==> src/rtl/wsh_pkg.sv <==
`timescale 1ns/1ps
package wsh_pkg;
  typedef enum logic {
    WSH_SERIAL   = 1'b0,
    WSH_PARALLEL = 1'b1
  } wsh_mode_e;
endpackage

==> src/rtl/wsh_rst_sync.sv <==
`timescale 1ns/1ps
module wsh_rst_sync #(
  parameter int unsigned STAGES = 2
) (
  input  logic clk,
  input  logic rst_n,
  output logic rst_n_sync
);
  logic [STAGES-1:0] chain_q;

  always_ff @(posedge clk or negedge rst_n) begin
    if (!rst_n) chain_q <= '0;
    else        chain_q <= {chain_q[STAGES-2:0], 1'b1};
  end

  assign rst_n_sync = chain_q[STAGES-1];
endmodule

==> src/rtl/wsh_width_dec.sv <==
`timescale 1ns/1ps
module wsh_width_dec #(
  parameter int unsigned WORD_W = 9,
  parameter int unsigned CNT_W  = $clog2(WORD_W + 1)
) (
  input  logic [CNT_W-1:0] code,
  output logic [CNT_W-1:0] width
);
  localparam logic [CNT_W-1:0] MAX_W = CNT_W'(WORD_W);
  localparam logic [CNT_W-1:0] MIN_W = CNT_W'(1);

  always_comb begin
    if (code == '0)        width = MIN_W;
    else if (code > MAX_W) width = MAX_W;
    else                   width = code;
  end
endmodule

==> src/rtl/wsh_ser_ctrl.sv <==
`timescale 1ns/1ps
module wsh_ser_ctrl #(
  parameter int unsigned WORD_W = 9,
  parameter int unsigned CNT_W  = $clog2(WORD_W + 1)
) (
  input  logic             clk,
  input  logic             rst_n,
  input  logic             run,
  input  logic             ser_mode,
  input  logic             step,
  input  logic             nonempty,
  input  logic [CNT_W-1:0] width,
  output logic             load,
  output logic             shift,
  output logic             last_bit,
  output logic             underrun
);
  logic             full_q, full_d;
  logic             unr_q, unr_d;
  logic [CNT_W-1:0] left_q, left_d;
  logic             need_word;

  assign last_bit  = full_q && (left_q == CNT_W'(1));
  assign need_word = !full_q || (step && last_bit);
  assign load      = run && ser_mode && nonempty && need_word;
  assign shift     = run && ser_mode && step && full_q && !last_bit;
  assign underrun  = unr_q;

  always_comb begin
    full_d = full_q;
    unr_d  = unr_q;
    left_d = left_q;
    if (load) begin
      full_d = 1'b1;
      unr_d  = 1'b0;
      left_d = width;
    end else if (ser_mode && step && need_word) begin
      full_d = 1'b0;
      unr_d  = 1'b1;
    end else if (shift) begin
      left_d = left_q - CNT_W'(1);
    end
  end

  always_ff @(posedge clk or negedge rst_n) begin
    if (!rst_n) begin
      full_q <= 1'b0;
      unr_q  <= 1'b0;
      left_q <= '0;
    end else if (run) begin
      full_q <= full_d;
      unr_q  <= unr_d;
      left_q <= left_d;
    end
  end
endmodule

==> src/rtl/wsh_shift_reg.sv <==
`timescale 1ns/1ps
module wsh_shift_reg #(
  parameter int unsigned WORD_W = 9
) (
  input  logic              clk,
  input  logic              rst_n,
  input  logic              load,
  input  logic              shift,
  input  logic [WORD_W-1:0] d,
  output logic              sout
);
  logic [WORD_W-1:0] q, nxt;

  for (genvar i = 0; i < WORD_W; i++) begin : g_bit
    if (i == WORD_W - 1) begin : g_top
      always_comb begin
        if (load)       nxt[i] = d[i];
        else if (shift) nxt[i] = 1'b0;
        else            nxt[i] = q[i];
      end
    end else begin : g_mid
      always_comb begin
        if (load)       nxt[i] = d[i];
        else if (shift) nxt[i] = q[i+1];
        else            nxt[i] = q[i];
      end
    end
  end

  always_ff @(posedge clk or negedge rst_n) begin
    if (!rst_n)              q <= '0;
    else if (load || shift)  q <= nxt;
  end

  assign sout = q[0];
endmodule

==> src/rtl/wsh_par_stage.sv <==
`timescale 1ns/1ps
module wsh_par_stage #(
  parameter int unsigned WORD_W = 9
) (
  input  logic              clk,
  input  logic              rst_n,
  input  logic              run,
  input  logic              par_mode,
  input  logic              strobe,
  input  logic              nonempty,
  input  logic              oe_n,
  input  logic [WORD_W-1:0] d,
  output logic              load,
  output logic [WORD_W-1:0] pdata,
  output logic              pvalid
);
  logic [WORD_W-1:0] word_q;
  logic              held_q;

  assign load = run && par_mode && strobe && nonempty;

  always_ff @(posedge clk or negedge rst_n) begin
    if (!rst_n) begin
      word_q <= '0;
      held_q <= 1'b0;
    end else if (load) begin
      word_q <= d;
      held_q <= 1'b1;
    end
  end

  assign pvalid = par_mode && held_q && !oe_n;
  assign pdata  = pvalid ? word_q : '0;
endmodule

==> src/rtl/wsh_word_shifter.sv <==
`timescale 1ns/1ps
module wsh_word_shifter #(
  parameter  int unsigned WORD_W = 9,
  localparam int unsigned CNT_W  = $clog2(WORD_W + 1)
) (
  input  logic              clk,
  input  logic              rst_n,
  input  logic              par_mode,
  input  logic              oe_n,
  input  logic              sclk_en,
  input  logic              casc_in,
  input  logic [CNT_W-1:0]  width_sel,
  input  logic              fifo_nonempty,
  input  logic [WORD_W-1:0] rd_data,
  output logic              rd_req,
  output logic              ser_out,
  output logic              underrun,
  output logic              casc_out,
  output logic [WORD_W-1:0] par_data,
  output logic              par_valid
);
  import wsh_pkg::*;

  wsh_mode_e        mode;
  logic             run;
  logic             ser_mode;
  logic             step;
  logic [CNT_W-1:0] width;
  logic             ser_load, ser_shift, last_bit;
  logic             par_load;

  assign mode     = wsh_mode_e'(par_mode);
  assign ser_mode = (mode == WSH_SERIAL);
  assign step     = sclk_en && casc_in;

  wsh_rst_sync #(.STAGES(2)) i_rst_sync (
    .clk        (clk),
    .rst_n      (rst_n),
    .rst_n_sync (run)
  );

  wsh_width_dec #(.WORD_W(WORD_W), .CNT_W(CNT_W)) i_width_dec (
    .code  (width_sel),
    .width (width)
  );

  wsh_ser_ctrl #(.WORD_W(WORD_W), .CNT_W(CNT_W)) i_ser_ctrl (
    .clk      (clk),
    .rst_n    (run),
    .run      (run),
    .ser_mode (ser_mode),
    .step     (step),
    .nonempty (fifo_nonempty),
    .width    (width),
    .load     (ser_load),
    .shift    (ser_shift),
    .last_bit (last_bit),
    .underrun (underrun)
  );

  wsh_shift_reg #(.WORD_W(WORD_W)) i_shift_reg (
    .clk   (clk),
    .rst_n (run),
    .load  (ser_load),
    .shift (ser_shift),
    .d     (rd_data),
    .sout  (ser_out)
  );

  wsh_par_stage #(.WORD_W(WORD_W)) i_par_stage (
    .clk      (clk),
    .rst_n    (run),
    .run      (run),
    .par_mode (!ser_mode),
    .strobe   (sclk_en),
    .nonempty (fifo_nonempty),
    .oe_n     (oe_n),
    .d        (rd_data),
    .load     (par_load),
    .pdata    (par_data),
    .pvalid   (par_valid)
  );

  assign rd_req   = ser_load || par_load;
  assign casc_out = ser_mode && last_bit;
endmodule

==> config.mk <==
export PLATFORM = sky130hd
export DESIGN_NAME = wsh_word_shifter
export DESIGN_NICKNAME = d
export VERILOG_FILES = /design/src/rtl/wsh_pkg.sv /design/src/rtl/wsh_rst_sync.sv /design/src/rtl/wsh_width_dec.sv /design/src/rtl/wsh_ser_ctrl.sv /design/src/rtl/wsh_shift_reg.sv /design/src/rtl/wsh_par_stage.sv /design/src/rtl/wsh_word_shifter.sv
export SDC_FILE = /design/constraint.sdc
export NUM_CORES = 1
export LEC_CHECK = 0
export ABC_CLOCK_PERIOD_IN_PS = 1700
export BUFFER_PORTS_ARGS = -buffer_cell sky130_fd_sc_hd__buf_2
export CORE_ASPECT_RATIO = 0.7
export CORE_MARGIN = 3
export CORE_UTILIZATION = 47
export DETAILED_ROUTE_END_ITERATION = 10
export GPL_ROUTABILITY_DRIVEN = 0
export PLACE_DENSITY = 0.74
export SYNTH_ARGS = -nofsm -noshare
export SYNTH_HDL_FRONTEND = slang
export SYNTH_HIERARCHICAL = 1
export SYNTH_SLANG_ARGS = --single-unit
==> constraint.sdc <==
create_clock -name clk -period 1.7 [get_ports clk]
set_input_delay 0.17 -clock clk [delete_from_list [all_inputs] [get_ports clk]]
set_output_delay 0.17 -clock clk [all_outputs]
set_load 0.005 [all_outputs]
Word-level counts from Yosys, hierarchy flattened:

Index checks and enable logic that the tools add are counted.

* $add $sub $neg: 1
* magnitude comparators: 1
* eq/ne operators: 2
* mux-type cells: 28
* bitwise operators: 1
* reduce and logical (&&, ||, !) cells: 29

Operators with widths (number)
* $mux W1: 22
* $mux W4: 5
* $logic_and A1 B1 Y1: 17
* $mux W9: 1
* $eq A4 B1 Y1 const B: 1
* $gt A4 B4 Y1 const B: 1
* $logic_not A4 Y1: 1
* $reduce_and A2 Y1: 2
* $reduce_bool A2 Y1: 2
* $sub A4 B1 Y4 const B: 1
* $logic_not A1 Y1: 3
* $logic_or A1 B1 Y1: 3
* $reduce_and A3 Y1: 1
* $ne A2 B1 Y1 const B: 1
* $not A1 Y1: 1

* register bits after elaboration: 27
* input port bits: 20
* word-level logic and storage cells: 69

Logic depth before layout (Yosys ltp):

Gate-level depths: netlist of run 1.

* depth after elaboration: 8
* gate-level depth with buffers: 10
* gate-level depth less buffers: 8

Modules after synthesis:

Netlist of run 1, hierarchy kept.

Modules (own cells, without submodules)
* wsh_par_stage: times used 1, cells each 34, area each 486.7 µm²
* wsh_shift_reg: times used 1, cells each 39, area each 420.4 µm²
* wsh_ser_ctrl: times used 1, cells each 40, area each 389.1 µm²
* wsh_rst_sync: times used 1, cells each 3, area each 53.8 µm²
* wsh_width_dec: times used 1, cells each 6, area each 40.0 µm²
* wsh_word_shifter: times used 1, cells each 4, area each 22.5 µm²

Worst setup path before layout of run 1:

Ideal clock, no wire load.

* kind: flip-flop to flip-flop
* start: reg i_rst_sync.chain_q[1]
* end: reg i_shift_reg.q[3]
* library setup time: 121 ps
* arrival time: 1783 ps
* data required time: 1579 ps
* path slack: -204 ps
* stages on the path, launching flop included: 7
* path buffers: 2
* period minus slack after synthesis: 1904 ps
* path through: dfrtp_1 -> and2_1 -> nand4_2 -> inv_1 -> buf_6 -> buf_4 -> o21ai_1

* elaborated cells between the ends (all ways): 10

RTL lines
* start, declared: RTL line wsh_rst_sync.sv:9 `logic [STAGES-1:0] chain_q;`
* start signal, assigned: RTL line wsh_rst_sync.sv:13 `else chain_q <= {chain_q[STAGES-2:0], 1'b1};`
* $logic_and A1 B1 Y1 (*) (3 in a row): RTL line wsh_ser_ctrl.sv:25 `assign load = run && ser_mode && nonempty && need_word;`
* net ser_load: RTL line wsh_word_shifter.sv:29 `logic ser_load, ser_shift, last_bit;`
* $reduce_bool A2 Y1 (no source line) / $logic_or A1 B1 Y1 (equally long branches)
* $reduce_and A2 Y1 (no source line)
* end signal, assigned: RTL line wsh_shift_reg.sv:32 `else if (load || shift) q <= nxt;`
* end, declared: RTL line wsh_shift_reg.sv:12 `logic [WORD_W-1:0] q, nxt;`

The timed path passes the listed nets; every way through them passes the cells marked *.
A chain may end at the register's enable or synchronous reset.

Worst setup path after layout of run 1:

* start: reg i_ser_ctrl.left_q[1]
* end: out rd_req

* longest elaborated chain between the ends: 6

RTL lines
* start, declared: RTL line wsh_ser_ctrl.sv:20 `logic [CNT_W-1:0] left_q, left_d;`
* start signal, assigned: RTL line wsh_ser_ctrl.sv:53 `left_q <= left_d;`
* $eq A4 B1 Y1: RTL line wsh_ser_ctrl.sv:23 `assign last_bit = full_q && (left_q == CNT_W'(1));`
* $logic_and A1 B1 Y1: RTL line wsh_ser_ctrl.sv:23
* $logic_and A1 B1 Y1: RTL line wsh_ser_ctrl.sv:24 `assign need_word = !full_q || (step && last_bit);`
* $logic_or A1 B1 Y1: RTL line wsh_ser_ctrl.sv:24
* $logic_and A1 B1 Y1: RTL line wsh_ser_ctrl.sv:25
* net ser_load: RTL line wsh_word_shifter.sv:29
* $logic_or A1 B1 Y1: RTL line wsh_word_shifter.sv:84 `assign rd_req = ser_load || par_load;`
* end, declared: RTL line wsh_word_shifter.sv:15 `output logic rd_req,`

The timed path passes the listed nets, and every way through them passes these cells.

==> results of run 1 <==
==> power breakdown <==
group          internal, W  switching, W
registers         0.000818      0.000141
logic             0.000358      0.000283
clock network     0.000166      0.000204
total              0.00134      0.000628
==> area by class of cell <==
class | instances | area share (%)
multi-input cells | 87 | 40.3
flip-flops and latches | 27 | 36.1
repair buffers | 49 | 17.5
well taps | 34 | 2.27
clock buffers | 3 | 2.20
inverters | 6 | 1.33
clock inverters | 1 | 0.400
==> timing repair <==
action                     4_1_cts  5_1_grt
setup endpoints to repair       14       17
cloned                           1        0
hold endpoints to repair         2        0
resized for setup               10       16
setup buffers                    4        2
pin swaps                        2        0
hold buffers                     1        0
==> worst reg2reg max path, cell delays in order, from the launching register on <==
cell,delay [ns]
dfrtp_1,0.40
inv_2,0.08
ha_4,0.11
or3b_4,0.40
buf_4,0.15
a32oi_2,0.22
o21ba_1,0.19
o221a_1,0.21
==> sequential cells by signal, indices dropped and copies added (netlist names) <==
register,flops
i_shift_reg/q,9
i_par_stage/held_q,1
i_ser_ctrl/left_q,4
i_par_stage/word_q,9
i_rst_sync/chain_q,2
i_ser_ctrl/underrun,1
i_ser_ctrl/full_q,1
==> final timing paths <==
check | endpoint | slack (ns) | cells past startpoint | startpoint
worst max-delay path | rd_req | -0.19 | 8 | i_ser_ctrl/left_q[1]
worst min-delay path | i_shift_reg/q[2] | 0.14 | 3 | rd_data[2]
worst max register to register | i_ser_ctrl/left_q[3] | -0.17 | 7 | i_ser_ctrl/left_q[1]
worst min register to register | i_ser_ctrl/full_q | 0.23 | 1 | i_rst_sync/chain_q[1]
max in group asynchronous | i_par_stage/word_q[3] | 1.21 | 1 | i_rst_sync/chain_q[1]
min in group asynchronous | i_rst_sync/chain_q[1] | 0.19 | 2 | rst_n
==> cell families (layout without fill, tap and decap cells) <==
logic type	Yosys count	in the layout	synth area share (%)
simple gates	47	47	19.8
flops	27	27	47.8
compound gates	20	20	10.2
mux	17	17	15.0
buf+inv	12	59	5.14
fa+ha+maj	2	2	1.77
other cells	1	1	0.265
==> stage by stage <==
stage / total power [W] / hold WS, ns / instances
global route: 0.00210 / 0.117 / 207
floorplan: 0.00128 / -0.126 / 126
finish: 0.00197 / 0.141 / 207
CTS: 0.00195 / 0.135 / 205
detailed placement: 0.00149 / -0.0436 / 195
global placement: 0.00146 / -0.0442 / 195
==> placed cells by master, fill, tap and decap left out, drive strengths merged <==
| master | synthesis | layout |
|---|---|---|
| and4 | 1 | 1 |
| o21a | 1 | 1 |
| nand2b | 2 | 2 |
| buf | 5 | 48 |
| and2 | 12 | 12 |
| nand4 | 3 | 3 |
| conb | 1 | 1 |
| dlygate4sd3 | 0 | 1 |
| inv | 6 | 6 |
| and3b | 1 | 1 |
| ha | 2 | 2 |
| or2 | 1 | 1 |
| clkbuf | 1 | 3 |
| nand3 | 1 | 1 |
| nor3 | 1 | 1 |
| and3 | 2 | 2 |
| nor2b | 1 | 1 |
| a32oi | 1 | 1 |
| nor2 | 3 | 3 |
| dfrtp | 27 | 27 |
| a21oi | 2 | 2 |
| mux2i | 8 | 8 |
| mux2 | 9 | 9 |
| o21ai | 11 | 11 |
| nand2 | 14 | 14 |
| and2b | 2 | 2 |
| o21ba | 1 | 1 |
| clkinvlp | 0 | 1 |
| o221a | 4 | 4 |
| or2b | 1 | 1 |
| or3b | 2 | 2 |
==> synthesized netlist by cell type <==
master,n
a21oi_1,2
a32oi_2,1
and2_1,12
and2b_2,2
and3_1,2
and3b_1,1
and4_1,1
buf_2,1
buf_4,1
buf_6,3
clkbuf_1,1
conb_1,1
dfrtp_1,27
ha_1,2
inv_1,6
mux2_2,1
mux2_4,8
mux2i_1,8
nand2_1,14
nand2b_1,2
nand3_1,1
nand4_1,1
nand4_2,2
nor2_1,3
nor2b_1,1
nor3_1,1
o21a_1,1
o21ai_0,2
o21ai_1,9
o21ba_1,1
o221a_1,1
o221a_2,3
or2_1,1
or2b_1,1
or3b_1,1
or3b_4,1
==> routing by layer <==
metal	vias up	routed length (um)	track usage [%]	share of wire, %
li1	525	-	-	-
met1	519	1620	27.9	49
met2	32	1470	24.4	45
met3	2	191	6.37	5.8
met4	0	23	3.13	0.70
met5	-	0	0	0
==> qor.txt, run 1 <==
global-route wire length before repair = 5090 um
Rows = 15
Max Clk Rate = 530 MHz
Min-Delay Path Class = in -> reg
Setup CP Type = reg -> out
vias per cell = 5.21
initial antenna violation count = 0
share of cells above drive strength 1 = 51.4%
Reg clk slew, reported paths = 0.09 ns
H-tree depth = 1
Post-Syn Instances = 126
largest cells by area after synthesis = dfrtp_1 48%, mux2_4 8.5%, mux2i_1 5.7%
outcome = complete, but fails checks
Finished Cell Area = 0.00188 mm^2
area leader, netlist = dfrtp_1
Final Cycle Share = 111%
vias = 1078
Die H = 51.9 um
I/O Buffers = 33
worst-case clock skew = 0.00444 ns
CP max stage delay = 0.40 ns
placed cell area = 0.00166 mm^2
Startpoint Class = flip-flop
Register Area = 677 um^2
Pleak = 0.922 nW
maximum clock insertion buffer count = 2
Setup WS pre-CTS = -0.109 ns
Core Area = 0.00265 mm^2
remaining antenna violation count = 0
final WL = 3310 um
max_cap viols = 0
TritonRoute pass-1 iters = 4
final setup violation count = 17
I/O pins = 34
failing checks = setup timing
clk sink count = 27
multi-input logic area = 756 um^2
Syn Area/Cell = 11.2 um^2
antenna cells = 0
Worst EP required = 1.53 ns
setup TNS = -1.86 ns
pin count of the biggest net entering global routing = 20
Mapped Area = 0.00141 mm^2
All-Layer GR Usage = 18.2%
Layout area overhead = 32.9%
Routed WL per cell = 16.0 um
post-layout util = 70.9%
top cell family by delay on the critical path = simple AND/OR/NAND/NOR gates
crit path capture type = output port
Synth top area share = 47.8%
Critical Path, Cell by Cell = inv_2 -> ha_4 -> or3b_4 -> nand2_4 -> nand4_4 -> inv_4 -> or2_1 -> buf_2
Worst-Skew Late Latency = 0.27 ns
WP buf/inv = 3
Worst path slowest cell = dfrtp_1
setup slack after layout = -0.187 ns
total CTS buffers = 3
count of cell types in the netlist = 36
root buffer cell = clkbuf_8
CTS tree = done
grt ovf = 0
worst vdd ir = 521 uV
Tmin final = 1.89 ns
initial DRC count = 85
#FFs+latches synth = 27
Fillers = 182
Die ar. = 0.00371 mm^2
sequential fraction of the synthesis area = 47.8%
Power Dens Cells = 1050 mW/mm^2
Final Hold Vio Count = 0
Worst Path Arrival = 1.72 ns
Final nets = 196
Mapped Nets = 148
Slew Viols, Final = 0
YS warnings = 6
RSZ-0062 raised after global routing = true
vias in the first global route = 1004
DRC viols = 0
worst-path maximum fanout = 5
initial core utilization = 53.4%
placed wire-length estimate = 2300 um
width of the die = 71.5 um
Power figures use the tool's default switching activity.
==> inputs of run 2 (changes only) <==
- CELL_PAD_IN_SITES_DETAIL_PLACEMENT: not set -> 2
- CELL_PAD_IN_SITES_GLOBAL_PLACEMENT: not set -> 2
- CORE_UTILIZATION: 47 -> 30
- PLACE_DENSITY: 0.74 -> not set
- PLACE_DENSITY_LB_ADDON: not set -> 0.1
- SKIP_LAST_GASP: not set -> 1
==> run 2 against run 1 <==
Via count increased by 5.6%. Largest cell class unchanged. Clock power increased by 5.9%. Hold slack worse by 0.018 ns. Critical path depth down 1. Non-clock buffer count up 6. Critical endpoint is now casc_out. Global-route usage fell by 2.0 points. Worst setup slack lost 0.048 ns. The run still ends with setup timing left. Sequential cell count stayed put. Sequential power shrank 0.4%. Clock skew increased by 0.0016 ns.
==> qor.txt, run 2 (same netlist as run 1, synthesis figures left out) <==
reg2reg end = i_ser_ctrl/left_q[3]
Startpoint Class = flip-flop
Setup CP Type = reg -> out
root buffer cell = clkbuf_8
vias in the first global route = 1255
H-tree depth = 1
remaining antenna violation count = 0
RSZ-0062 raised after global routing = true
routing usage on met3 = 3.14%
initial DRC count = 35
setup slack after layout = -0.235 ns
commonest non-fill, non-tap cells in the layout = 33 x buf_2, 26 x dfrtp_1, 17 x buf_4, 12 x and2_1
Final Hold Vio Count = 0
I/O pins = 34
sequential share of power = 45.7%
Setup WS pre-CTS = -0.186 ns
global-route wire length before repair = 6830 um
I/O Buffers = 33
antenna cells = 0
final WL = 4110 um
Internal Pwr Total = 0.00141 W
maximum clock insertion buffer count = 2
total CTS buffers = 3
Final Cycle Share = 114%
Die H = 63.4 um
Worst-Skew Late Latency = 0.28 ns
most common cell after layout, fill and taps aside = buf_2
Worst EP required = 1.53 ns
grt ovf = 0
hold depth = 3
Clk network pwr share = 18.8%
worst-case clock skew = 0.00608 ns
Max Clk Rate = 517 MHz
placed cells = 218
Pleak = 0.969 nW
TritonRoute pass-1 iters = 3
DRC viols = 0
Psw = 0.000680 W
multi-input logic area = 768 um^2
clk sink count = 27
M2 GR Usage = 23.3%
Critical Path, Cell by Cell = inv_2 -> ha_4 -> or3b_4 -> buf_6 -> nor2_1 -> nor2b_2 -> buf_2
Rows = 20
Hold EP = i_shift_reg/q[6]
setup TNS = -1.84 ns
share of cells above drive strength 1 = 55.3%
Power Dens Cells = 1060 mW/mm^2
most crowded layer after global routing = met1
Worst path slowest cell = dfrtp_1
combinational group share of total power = 35.5%
initial core utilization = 31.9%
outcome = complete, but fails checks
M1 GR Usage = 24.7%
initial antenna violation count = 0
Reg clk slew, reported paths = 0.10 ns
All-Layer GR Usage = 16.2%
Tmin final = 1.93 ns
R2R depth = 7
crit path capture type = output port
HP Start = rd_data[6]
Fillers = 466
R2R Setup Slk = -0.22 ns
worst vdd ir = 379 uV
Core Area = 0.00443 mm^2
CTS tree = done
Switching Fraction = 32.5%
Die ar. = 0.00558 mm^2
Routed WL per cell = 17.6 um
tightest hold margin = 0.123 ns
biggest regs = i_par_stage/word_q: 9 flops, i_shift_reg/q: 9 flops, i_ser_ctrl/left_q: 4 flops
CP max stage delay = 0.41 ns
width of the die = 88.0 um
Min-Delay Path Class = in -> reg
failing checks = setup timing
Final nets = 202
Worst Path Arrival = 1.76 ns
Slew Viols, Final = 0
placed wire-length estimate = 3010 um
Layout area overhead = 39.1%
final setup violation count = 15
worst-path maximum fanout = 4
Pwr Total = 0.00209 W
pin count of the biggest net entering global routing = 20
Non-Filler Instances = 234
vias = 1138
vias per cell = 4.86
r2r startpoint = i_ser_ctrl/left_q[1]
max_cap viols = 0
Register Area = 677 um^2
## run 2: cell count changes in the layout (fill, tap and decap cells not counted), sizes merged
| cell | before | now |
|---|---|---|
| buf | 48 | 54 |
## run 2: worst max-delay path by stage
| stage | start | cells past startpoint | slack (ns) | to |
|---|---|---|---|---|
| CTS | i_ser_ctrl/left_q[1] | 7 | -0.23 | casc_out |
| global placement | i_ser_ctrl/left_q[1] | 6 | -0.08 | i_shift_reg/q[7] |
| detailed placement | i_ser_ctrl/left_q[1] | 6 | -0.19 | i_shift_reg/q[5] |
| global route | i_ser_ctrl/left_q[1] | 7 | -0.36 | casc_out |
| floorplan | i_ser_ctrl/left_q[1] | 9 | 0.01 | i_shift_reg/q[3] |
| finish | i_ser_ctrl/left_q[1] | 7 | -0.23 | casc_out |
## run 2: area by class of cell
cell class	instances	area share, %
Clock buffer	3	2.10
Clock inverter	1	0.382
Inverter	6	1.27
Multi-Input combinational cell	87	39.1
Sequential cell	27	34.5
Tap cell	55	3.50
Timing Repair Buffer	55	19.2
## run 2: metrics by stage
| step | area, um^2 | util (%) |
|---|---|---|
| after detailed placement | 1700 | 38.3 |
| after global placement | 1700 | 38.3 |
| after CTS | 1890 | 42.6 |
| final | 1960 | 44.4 |
| after floorplan | 1430 | - |
| after global routing | 1960 | 44.4 |
## run 2: layer usage
metal / wire [um] / part of all wire [%] / up-vias
met2: 1760 / 43 / 18
met5: 0 / 0 / -
met1: 2190 / 53 / 571
li1: - / - / 545
met4: 42 / 1.0 / 0
met3: 124 / 3.0 / 4
## run 2: critical path, delay by kind of cell, from the launching register on
family,cells,cell delay [ns]
buffers and inverters,3,0.33
and+or+nand+nor,3,0.63
adders and majority gates,1,0.11
DFF,1,0.41
## run 2: power groups by stage
| stage | registers, W | logic [W] | clock network (W) |
|---|---|---|---|
| after floorplan | 0.000931 | 0.000353 | 0 |
| after detailed placement | 0.000953 | 0.000597 | 0 |
| after global routing | 0.000982 | 0.000826 | 0.000439 |
| after CTS | 0.000952 | 0.000683 | 0.000414 |
| final | 0.000955 | 0.000741 | 0.000392 |
| after global placement | 0.000942 | 0.000568 | 0 |
## run 2: repair_timing
action	CTS	global route
cloned	1	0
setup buffers	8	3
gates resized for setup	13	20
setup endpoints to repair	15	17
pin swaps	2	1
endpoints found under the hold margin	2	0
hold buffers	1	0
